`config.mk`:
```
export PLATFORM = sky130hd
export DESIGN_NAME = uart_frame_tx
export DESIGN_NICKNAME = d
export VERILOG_FILES = /design/src/rtl/uart_frame_pkg.sv /design/src/rtl/uart_tx_hold.sv /design/src/rtl/uart_tx_seq.sv /design/src/rtl/uart_tx_line.sv /design/src/rtl/uart_frame_tx.sv
export SDC_FILE = /design/constraint.sdc
export NUM_CORES = 1
export LEC_CHECK = 0
export ABC_AREA = 0
export BUFFER_PORTS_ARGS = -buffer_cell sky130_fd_sc_hd__buf_2
export CAP_MARGIN = 10
export CORE_MARGIN = 10
export CORE_UTILIZATION = 51
export DETAILED_ROUTE_END_ITERATION = 12
export GPL_TIMING_DRIVEN = 0
export PLACE_DENSITY_LB_ADDON = 0.08
export SLEW_MARGIN = 20
export SYNTH_ARGS = -nofsm -noshare
export SYNTH_HDL_FRONTEND = slang
export SYNTH_SLANG_ARGS = --single-unit
```
`constraint.sdc`:
```
create_clock -name clk -period 1.9 [get_ports clk]
set_input_delay 0.285 -clock clk [delete_from_list [all_inputs] [get_ports clk]]
set_output_delay 0.285 -clock clk [all_outputs]
set_load 0.005 [all_outputs]
```
`src/rtl/uart_frame_pkg.sv`:
```
package uart_frame_pkg;

  localparam int unsigned BYTE_W = 8;

  typedef enum logic [2:0] {
    ST_IDLE,
    ST_START,
    ST_DATA,
    ST_PARITY,
    ST_STOP
  } tx_state_e;

  typedef struct packed {
    logic [1:0] wlen;
    logic       long_stop;
    logic       par_en;
    logic       par_even;
    logic       par_stick;
  } frame_cfg_t;

  // Index of the last data bit for a word-length code (4..7)
  function automatic logic [2:0] last_data_idx(input logic [1:0] code);
    return 3'(3'd4 + {1'b0, code});
  endfunction

  // Length of the stop element in tick strobes
  function automatic int unsigned stop_len(input frame_cfg_t c, input int unsigned tpb);
    if (!c.long_stop)       return tpb;
    else if (c.wlen == 2'b00) return tpb + tpb / 2;
    else                    return 2 * tpb;
  endfunction

  // Keep only the bits that the word length sends
  function automatic logic [BYTE_W-1:0] word_mask(input logic [1:0] code);
    logic [BYTE_W-1:0] m;
    for (int i = 0; i < BYTE_W; i++) m[i] = (i <= int'(last_data_idx(code)));
    return m;
  endfunction

  // Parity bit value for a byte under a format
  function automatic logic parity_of(input logic [BYTE_W-1:0] d, input frame_cfg_t c);
    logic ones_odd;
    ones_odd = ^(d & word_mask(c.wlen));
    if (c.par_stick) return ~c.par_even;
    return c.par_even ? ones_odd : ~ones_odd;
  endfunction

endpackage

```
`src/rtl/uart_tx_hold.sv`:
```
module uart_tx_hold #(
  parameter int unsigned W = 8
) (
  input  logic         clk,
  input  logic         rst_n,
  input  logic         in_valid,
  input  logic [W-1:0] in_data,
  output logic         in_ready,
  input  logic         take,
  output logic [W-1:0] hold_data,
  output logic         hold_full
);

  logic accept;

  assign in_ready = ~hold_full;
  assign accept   = in_valid & in_ready;

  always_ff @(posedge clk or negedge rst_n) begin
    if (!rst_n) begin
      hold_full <= 1'b0;
      hold_data <= '0;
    end else begin
      if (accept) begin
        hold_full <= 1'b1;
        hold_data <= in_data;
      end else if (take) begin
        hold_full <= 1'b0;
      end
    end
  end

  // a full entry that is not taken keeps its byte
  p_hold_stable_r8: assert property (@(posedge clk) disable iff (!rst_n)
    (hold_full && !take) |=> (hold_full && $stable(hold_data)));

  // a taken entry is free on the next cycle
  p_take_frees_r9: assert property (@(posedge clk) disable iff (!rst_n)
    (hold_full && take) |=> !hold_full);

  // take never fires on an empty entry
  p_no_take_empty_r8: assert property (@(posedge clk) disable iff (!rst_n)
    take |-> hold_full);

endmodule

```
`src/rtl/uart_tx_seq.sv`:
```
module uart_tx_seq
  import uart_frame_pkg::*;
#(
  parameter int unsigned TPB = 16
) (
  input  logic              clk,
  input  logic              rst_n,
  input  logic              tick,
  input  logic              hold_full,
  input  logic [BYTE_W-1:0] hold_data,
  input  frame_cfg_t        cfg,
  output logic              take,
  output logic              ser_bit,
  output logic              busy
);

  localparam int unsigned CW = $clog2(2 * TPB + 1);

  tx_state_e         state;
  logic [CW-1:0]     tick_cnt;
  logic [2:0]        bit_idx;
  logic [BYTE_W-1:0] shreg;
  logic              par_q;
  frame_cfg_t        cfg_q;

  logic [CW-1:0]     dur;
  logic [2:0]        last_idx;
  logic              bit_end;
  logic              stop_end;

  assign last_idx = last_data_idx(cfg_q.wlen);
  assign dur      = (state == ST_STOP) ? CW'(stop_len(cfg_q, TPB)) : CW'(TPB);
  assign bit_end  = tick && (state != ST_IDLE) && (tick_cnt == dur - 1'b1);
  assign stop_end = bit_end && (state == ST_STOP);
  assign take     = hold_full && ((state == ST_IDLE) || stop_end);
  assign busy     = (state != ST_IDLE);

  always_comb begin
    unique case (state)
      ST_START:  ser_bit = 1'b0;
      ST_DATA:   ser_bit = shreg[0];
      ST_PARITY: ser_bit = par_q;
      default:   ser_bit = 1'b1;
    endcase
  end

  always_ff @(posedge clk or negedge rst_n) begin
    if (!rst_n) begin
      state    <= ST_IDLE;
      tick_cnt <= '0;
      bit_idx  <= '0;
      shreg    <= '0;
      par_q    <= 1'b0;
      cfg_q    <= '0;
    end else if (take) begin
      state    <= ST_START;
      tick_cnt <= '0;
      bit_idx  <= '0;
      shreg    <= hold_data;
      par_q    <= parity_of(hold_data, cfg);
      cfg_q    <= cfg;
    end else if (tick && state != ST_IDLE) begin
      if (bit_end) begin
        tick_cnt <= '0;
        unique case (state)
          ST_START: state <= ST_DATA;
          ST_DATA: begin
            shreg <= shreg >> 1;
            if (bit_idx == last_idx) state <= cfg_q.par_en ? ST_PARITY : ST_STOP;
            else                     bit_idx <= bit_idx + 1'b1;
          end
          ST_PARITY: state <= ST_STOP;
          default:   state <= ST_IDLE;
        endcase
      end else begin
        tick_cnt <= tick_cnt + 1'b1;
      end
    end
  end

  // the start slot always drives space
  p_start_space_r1: assert property (@(posedge clk) disable iff (!rst_n)
    (state == ST_START) |-> (ser_bit == 1'b0));

  // the stop slot always drives mark
  p_stop_mark_r3: assert property (@(posedge clk) disable iff (!rst_n)
    (state == ST_STOP) |-> ser_bit);

  // the tick counter stays inside the current slot
  p_cnt_bound_r2: assert property (@(posedge clk) disable iff (!rst_n)
    busy |-> (tick_cnt < dur));

  // the data index never passes the word length
  p_idx_bound_r1: assert property (@(posedge clk) disable iff (!rst_n)
    (state == ST_DATA) |-> (bit_idx <= last_idx));

  // the parity slot is entered only with parity enabled
  p_parity_gate_r4: assert property (@(posedge clk) disable iff (!rst_n)
    (state == ST_PARITY) |-> cfg_q.par_en);

  // a take always opens a new frame at the start slot
  p_take_start_r9: assert property (@(posedge clk) disable iff (!rst_n)
    take |=> (state == ST_START));

  // the snapshot holds for the whole frame
  p_cfg_hold_r11: assert property (@(posedge clk) disable iff (!rst_n)
    (busy && !take) |=> $stable(cfg_q));

endmodule

```
`src/rtl/uart_tx_line.sv`:
```
module uart_tx_line (
  input  logic clk,
  input  logic rst_n,
  input  logic brk,
  input  logic ser_bit,
  output logic line_out
);

  assign line_out = ser_bit & ~brk;

  // break holds the line at space
  p_break_space_r7: assert property (@(posedge clk) disable iff (!rst_n)
    brk |-> !line_out);

endmodule

```
`src/rtl/uart_frame_tx.sv`:
```
module uart_frame_tx
  import uart_frame_pkg::*;
#(
  parameter int unsigned TICKS_PER_BIT = 16
) (
  input  logic        clk,
  input  logic        rst_n,
  input  logic        tick16,
  input  logic [7:0]  in_data,
  input  logic        in_valid,
  output logic        in_ready,
  input  logic [1:0]  wlen_code,
  input  logic        stop_sel,
  input  logic        par_en,
  input  logic        par_even,
  input  logic        par_stick,
  input  logic        brk,
  output logic        line_out,
  output logic        hold_empty,
  output logic        tx_empty
);

  logic              take;
  logic              hold_full;
  logic [BYTE_W-1:0] hold_data;
  logic              ser_bit;
  logic              busy;
  frame_cfg_t        cfg;

  assign cfg = '{wlen: wlen_code, long_stop: stop_sel, par_en: par_en,
                 par_even: par_even, par_stick: par_stick};

  uart_tx_hold #(.W(BYTE_W)) u_hold (
    .clk       (clk),
    .rst_n     (rst_n),
    .in_valid  (in_valid),
    .in_data   (in_data),
    .in_ready  (in_ready),
    .take      (take),
    .hold_data (hold_data),
    .hold_full (hold_full)
  );

  uart_tx_seq #(.TPB(TICKS_PER_BIT)) u_seq (
    .clk       (clk),
    .rst_n     (rst_n),
    .tick      (tick16),
    .hold_full (hold_full),
    .hold_data (hold_data),
    .cfg       (cfg),
    .take      (take),
    .ser_bit   (ser_bit),
    .busy      (busy)
  );

  uart_tx_line u_line (
    .clk      (clk),
    .rst_n    (rst_n),
    .brk      (brk),
    .ser_bit  (ser_bit),
    .line_out (line_out)
  );

  assign hold_empty = ~hold_full;
  assign tx_empty   = ~hold_full & ~busy;

  // an idle transmitter shows mark unless break is held
  p_idle_mark_r10: assert property (@(posedge clk) disable iff (!rst_n)
    (tx_empty && !brk) |-> line_out);

  // transmitter empty implies a free holding register
  p_empty_implies_free_r10: assert property (@(posedge clk) disable iff (!rst_n)
    tx_empty |-> in_ready);

endmodule

```
== Word level (Yosys, flattened, before mapping) ==
Index checks and enable logic that the tools add are counted.

* Register bits: 34
* Latch bits: 0
* Memory bits (writable): 0
* ROM bits: 0
* Output and inout bits: 4
* Memories kept: 0

* Add/sub/neg operators: 5
* Multipliers: 0
* Divide/modulo/power cells: 0
* Order comparisons: 7
* Eq/ne operators: 8
* Shift-type cells: 0
* Multiplexer cells: 29
* Bitwise logic cells: 9
* Reductions and logical operators: 16

{| class="wikitable"
|+ Operators with widths
! kind !! count
|-
| 6-bit two-way mux || 6
|-
| 8-bit two-way mux || 4
|-
| 3-bit two-way mux || 10
|-
| 3-bit <= comparator (first input constant) || 4
|-
| 3-bit case mux with 3 select lines || 1
|-
| 8-bit AND || 1
|-
| 2-bit nonzero test || 4
|-
| 8-bit XOR reduction || 1
|-
| 1-bit two-way mux || 7
|-
| 3-bit by 2-bit adder with 3-bit output (first input constant) || 2
|-
| 6-bit by 1-bit adder with 6-bit output (second input constant) || 1
|-
| 3-bit by 2-bit == test with 1-bit output (second input constant) || 2
|-
| 6-bit == test || 1
|-
| 2-bit by 3-bit <= comparator with 1-bit output (first input constant) || 2
|-
| 3-bit AND reduction || 2
|-
| 6-bit by 1-bit subtractor with 6-bit output (second input constant) || 1
|-
| 1-bit NOT || 5
|-
| 1-bit logical AND || 4
|-
| 4-bit AND reduction || 1
|-
| 3-bit by 1-bit adder with 3-bit output (second input constant) || 1
|-
| 1-bit AND || 3
|-
| 3-bit by 1-bit == test with 1-bit output (second input constant) || 1
|-
| 3-bit == test || 1
|-
| 3-bit == test (second input constant) || 1
|-
| other kinds (8) || 8
|}

== Logic depth before layout (Yosys ltp) ==
* Depth in word-level cells: 12
* Gate-level depth with buffers: 8

== Hierarchy ==
From an unflattened synthesis, not the netlist that was laid out.

* Cells, all modules: 176
* Area, all modules: 1913.1 sq um

{| class="wikitable"
|+ Modules (own cells, without submodules)
! module !! times used !! cells each !! area each (sq um) !! seq. area each (sq um)
|-
| uart_tx_seq || 1 || 152 || 1517.7 || 625.6
|-
| uart_tx_hold || 1 || 21 || 374.1 || 225.2
|-
| uart_tx_line || 1 || 1 || 13.8 || 0.0
|-
| uart_frame_tx || 1 || 2 || 7.5 || 0.0
|}

== Worst setup path after synthesis ==
Ideal clock, no wire load.

* Kind: register -> register
* Start: register u_seq.state[1]
* End: register u_seq.shreg[6]
* Library setup time: 125 ps
* Arrival time: 1836 ps
* Required time: 1775 ps
* Path slack: -61 ps
* Cell stages (with the launch flop): 8
* Path buffers: 1
* Clock period less this slack: 1961 ps
* Cell sequence: dfrtp_1 -> or3b_4 -> o31a_1 -> o211ai_2 -> a21oi_2 -> buf_2 -> o32ai_1 -> nor2_1

* Cells in the longest elaborated chain, start to end: 10
* Elaborated cells on any way between the ends: 17
* Those cells by class: 1 x add/sub; 3 x eq/ne; 2 x mux; 11 x reduce/logical

{| class="wikitable"
|+ Ends and longest elaborated chain
! what !! RTL line !! text
|-
| start, declared || uart_tx_seq.sv:19 || <nowiki>tx_state_e state;</nowiki>
|-
| start signal, assigned || uart_tx_seq.sv:69 || <nowiki>if (bit_idx == last_idx) state <= cfg_q.par_en ? ST_PARITY : ST_STOP;</nowiki>
|-
| 3-bit == test || uart_tx_seq.sv:32, uart_tx_seq.sv:34 ||
|-
| 6-bit two-way mux || uart_tx_seq.sv:32 || <nowiki>assign dur = (state == ST_STOP) ? CW'(stop_len(cfg_q, TPB)) : CW'(TPB);</nowiki>
|-
| 6-bit by 1-bit subtractor with 6-bit output || uart_tx_seq.sv:33 || <nowiki>assign bit_end = tick && (state != ST_IDLE) && (tick_cnt == dur - 1'b1);</nowiki>
|-
| 6-bit == test || uart_tx_seq.sv:33 ||
|-
| 1-bit logical AND || uart_tx_seq.sv:33 ||
|-
| 1-bit logical AND || uart_tx_seq.sv:34 || <nowiki>assign stop_end = bit_end && (state == ST_STOP);</nowiki>
|-
| 1-bit logical OR || uart_tx_seq.sv:35 || <nowiki>assign take = hold_full && ((state == ST_IDLE) || stop_end);</nowiki>
|-
| 1-bit logical AND || uart_tx_seq.sv:35 ||
|-
| 2-bit nonzero test (no line) || - ||
|-
| 3-bit AND reduction (no line) || - ||
|-
| end signal, assigned || uart_tx_seq.sv:59 || <nowiki>shreg <= hold_data;</nowiki>
|-
| end signal, assigned || uart_tx_seq.sv:68 || <nowiki>shreg <= shreg >> 1;</nowiki>
|-
| end, declared || uart_tx_seq.sv:22 || <nowiki>logic [BYTE_W-1:0] shreg;</nowiki>
|}

Several ways; a longest one is shown, not always the timed one.
A chain may end at the register's enable or synchronous reset.

== Worst setup path in the final report ==
Ends and elaborated chain as after synthesis.

==> results.tsv <==
stage	metric	value	unit
synth	share of the synthesized area in the top cell type	0.473	
global_routing	initial antenna violation count	0	
timing	Setup TNS	-1.37	ns
global_routing	GRT Total Usage	0.140	
hold_path	Hold Crit Class	primary input to async pin	
cells_and_area	Area Growth Syn to Fin	28.4	%
cells_and_area	layout cell share with drive strength beyond 1	0.352	
timing	Hold Slack	-0.00390	ns
synth	Post-Syn Instances	189	
cells_and_area	commonest non-fill, non-tap cells in the layout	dfrtp_1, nand2_1, nor2_1, buf_2, mux2_2	
global_routing	total gr overflow	0	
clocking	Clock Sinks	34	
flow_run	Max Cap Viol	0	
critical_path	worst path required time	2.13	ns
clocking	clock root buffer	clkbuf_4	
detailed_routing	First-pass DRT Iterations	4	
critical_path	CP Max Fanout	6	
pwr	P_sw	1.19	mW
detailed_routing	via/cell ratio	5.60	
cells_and_area	number of diodes	0	
detailed_routing	top sig layer	met4	
clocking	H-tree level count	2	
timing	# setup viols final	22	
detailed_routing	via count	1530	
placement	pre-CTS setup slack	-0.217	ns
synth	Synth area leader	dfrtp_1	
pwr	pwr dens	1390	nW/um2
critical_path	Critical Path AT	2.27	ns
clocking	TritonCTS Buffers	5	
timing	worst slew pin tran	0.755	ns
pwr	Pleak	1.03	nW
floorplanning	initial core utilization	0.535	
cells_and_area	fill count	288	
timing	max_slew headroom	0.497	
pwr	Comb pwr share	0.406	
placement	Post-DP Area	1970	um2
detailed_routing	# DRC	0	
outcome	failing checks	negative hold slack, negative setup slack	
detailed_routing	routed len/inst	15.6	um
placement	GPL Wtd Cong	0.879	
clocking	CTS max path bufs	2	
placement	IO Port Bufs	22	
synth	Synth Warn #	0	
outcome	outcome	finished, violations left	
timing	final hold violation count	8	
clocking	CTS tree	built	
cells_and_area	Final #Nets	247	
critical_path	worst path buffer plus inverter count	1	
synth	async set-or-reset flop fraction in the synthesized netlist	1.00	
timing	Max Freq	490	MHz
synth	EDFF count, synth	0	
clocking	clk slew on worst S/H paths	0.12	ns
timing	crit share post-route	1.07	
synth	Mapped Area	1800	um2
critical_path	crit end category	flop	
synth	distinct cell type count after synthesis	41	
critical_path	CP top delay family	compound AO/OA/AOI/OAI gates	
timing	Min Clock Period, post-route	2.04	ns
critical_path	slowest CP cell	or3b_4	
clocking	Worst-Skew Late Latency	0.34	ns
pwr	peak supply drop	0.861	mV
global_routing	largest net degree at the start of global routing	35	
critical_path	Worst path max stage delay	0.42	ns
critical_path	crit path cell chain	or3b_4 -> o31a_1 -> o211ai_2 -> a21oi_4 -> buf_6 -> o32ai_2 -> nor2_1	
critical_path	crit start category	flop	
floorplanning	Row Count	21	
placement	placed wire-length estimate	2900	um
floorplanning	Die Y	79.4	um
detailed_routing	post-route ant nets	0	
synth	main area contributors after synthesis	dfrtp_1, mux2_2, nand2_1	
cells_and_area	fin util	0.686	
synth	Post-Syn Nets	210	
critical_path	Worst Setup Path Type	flop to flop	
synth	synthesis-stage register bit count	34	
detailed_routing	routed length on met2	2340	um
global_routing	global-route wire length before repair	7140	um
detailed_routing	Detailed Route WL	4260	um
pwr	switching share of power	0.371	
synth	average size of a mapped cell	9.51	um2
cells_and_area	most common cell after layout, fill and taps aside	dfrtp_1	
floorplanning	Die Width	79.4	um
detailed_routing	DR iter-0 viols	74	
timing	RSZ-0062 raised after global routing	yes	
global_routing	vias in the first global route	1650	
pwr	sequential share of power	0.425	
pwr	Clock Power Share	0.168	
timing	final worst slack	-0.141	ns
timing	Final Slew Violations	0	
detailed_routing	Met3 Wirelength	160	um
detailed_routing	M1 WL	1690	um
floorplanning	Core Region	3360	um2
floorplanning	I/O pin count	23	
synth	post-synthesis sequential area ratio	0.473	
timing	Setup Skew	0.0129	ns
synth	Main synth FF type	dfrtp_1	
cells_and_area	Final Cell Area	2310	um2
pwr	Pint	2.02	mW
floorplanning	die footprint	6300	um2
==> cell type report <==
type                    instances  area, um2  area share
flip-flops and latches         34        851       0.369
inverters                       6       22.5     0.00976
multi-input cells             140       1020       0.442
plain buffers                   7       57.6      0.0249
repair buffers                 32        216      0.0938
clock inverters                 3       45.0      0.0195
clock buffers                   5       37.5      0.0163
well taps                      46       57.6      0.0249
==> metal layers <==
metal,up-vias,global-route usage
met3,6,0.0473
met1,759,0.140
met4,0,0.0448
met2,32,0.264
li1,733,-
met5,-,0
==> what timing repair did <==
item | in CTS | in global routing
gates resized for setup | 15 | 34
endpoints found under the setup margin | 25 | 28
pin swaps | 7 | 7
hold buffers | 0 | 0
cloned | 0 | 0
setup buffers | 9 | 2
hold endpoints to repair | 0 | 0
==> kinds of logic after synthesis <==
| kind of cell | synth area share |
|---|---|
| compound gates | 0.148 |
| xor+xnor | 0.0585 |
| fa+ha+maj | 0.0139 |
| buf+inv | 0.0390 |
| flops | 0.473 |
| mux | 0.0619 |
| simple gates | 0.206 |
==> Yosys cell counts (2+ instances only) <==
cell type and number:
nand2b_1 3, nor2b_1 2, or3_1 2, clkbuf_1 5, dfrtp_1 34, o32ai_1 7, a211oi_1 3, o31ai_1 2
a21o_1 3, ha_1 2, nor2_1 26, nor3_1 4, xnor2_1 6, a21oi_1 4, nand2_1 27, nand3_1 7
o21ai_0 9, buf_2 2, xor2_1 6, mux2_2 9, inv_1 6
==> stage by stage <==
stage | instances | total power, mW
after global placement | 257 | 2.36
after floorplan | 189 | 2.15
final | 273 | 3.20
after CTS | 274 | 3.08
after global routing | 273 | 3.43
after detailed placement | 257 | 2.43
==> power groups by stage <==
stage	clock, mW	combinational [mW]	sequential [mW]
after floorplan	0	0.900	1.25
after global placement	0	1.05	1.31
after detailed placement	0	1.11	1.33
after CTS	0.550	1.21	1.32
after global routing	0.584	1.44	1.41
final	0.540	1.30	1.36
==> final timing paths <==
kind	slack (ns)	to	cells past startpoint	startpoint
max	-0.14	u_seq.shreg[6]	7	u_seq.state[1]
min	-0.004	u_seq.tick_cnt[2]	1	rst_n
max reg2reg	-0.14	u_seq.shreg[6]	7	u_seq.state[1]
min reg2reg	0.51	u_seq.par_q	2	u_seq.par_q
max in group asynchronous	1.42	u_seq.shreg[6]	1	rst_n
min in group clk	0.14	u_seq.cfg_q[2]	3	par_en
==> registers in the layout, indices dropped and copies added, names as in the netlist <==
register	flops
u_hold.hold_data	8
u_hold.hold_full	1
u_seq.bit_idx	3
u_seq.cfg_q	4
u_seq.par_q	1
u_seq.shreg	8
u_seq.state	3
u_seq.tick_cnt	6
Note: power is estimated with default switching activity, not from simulation.
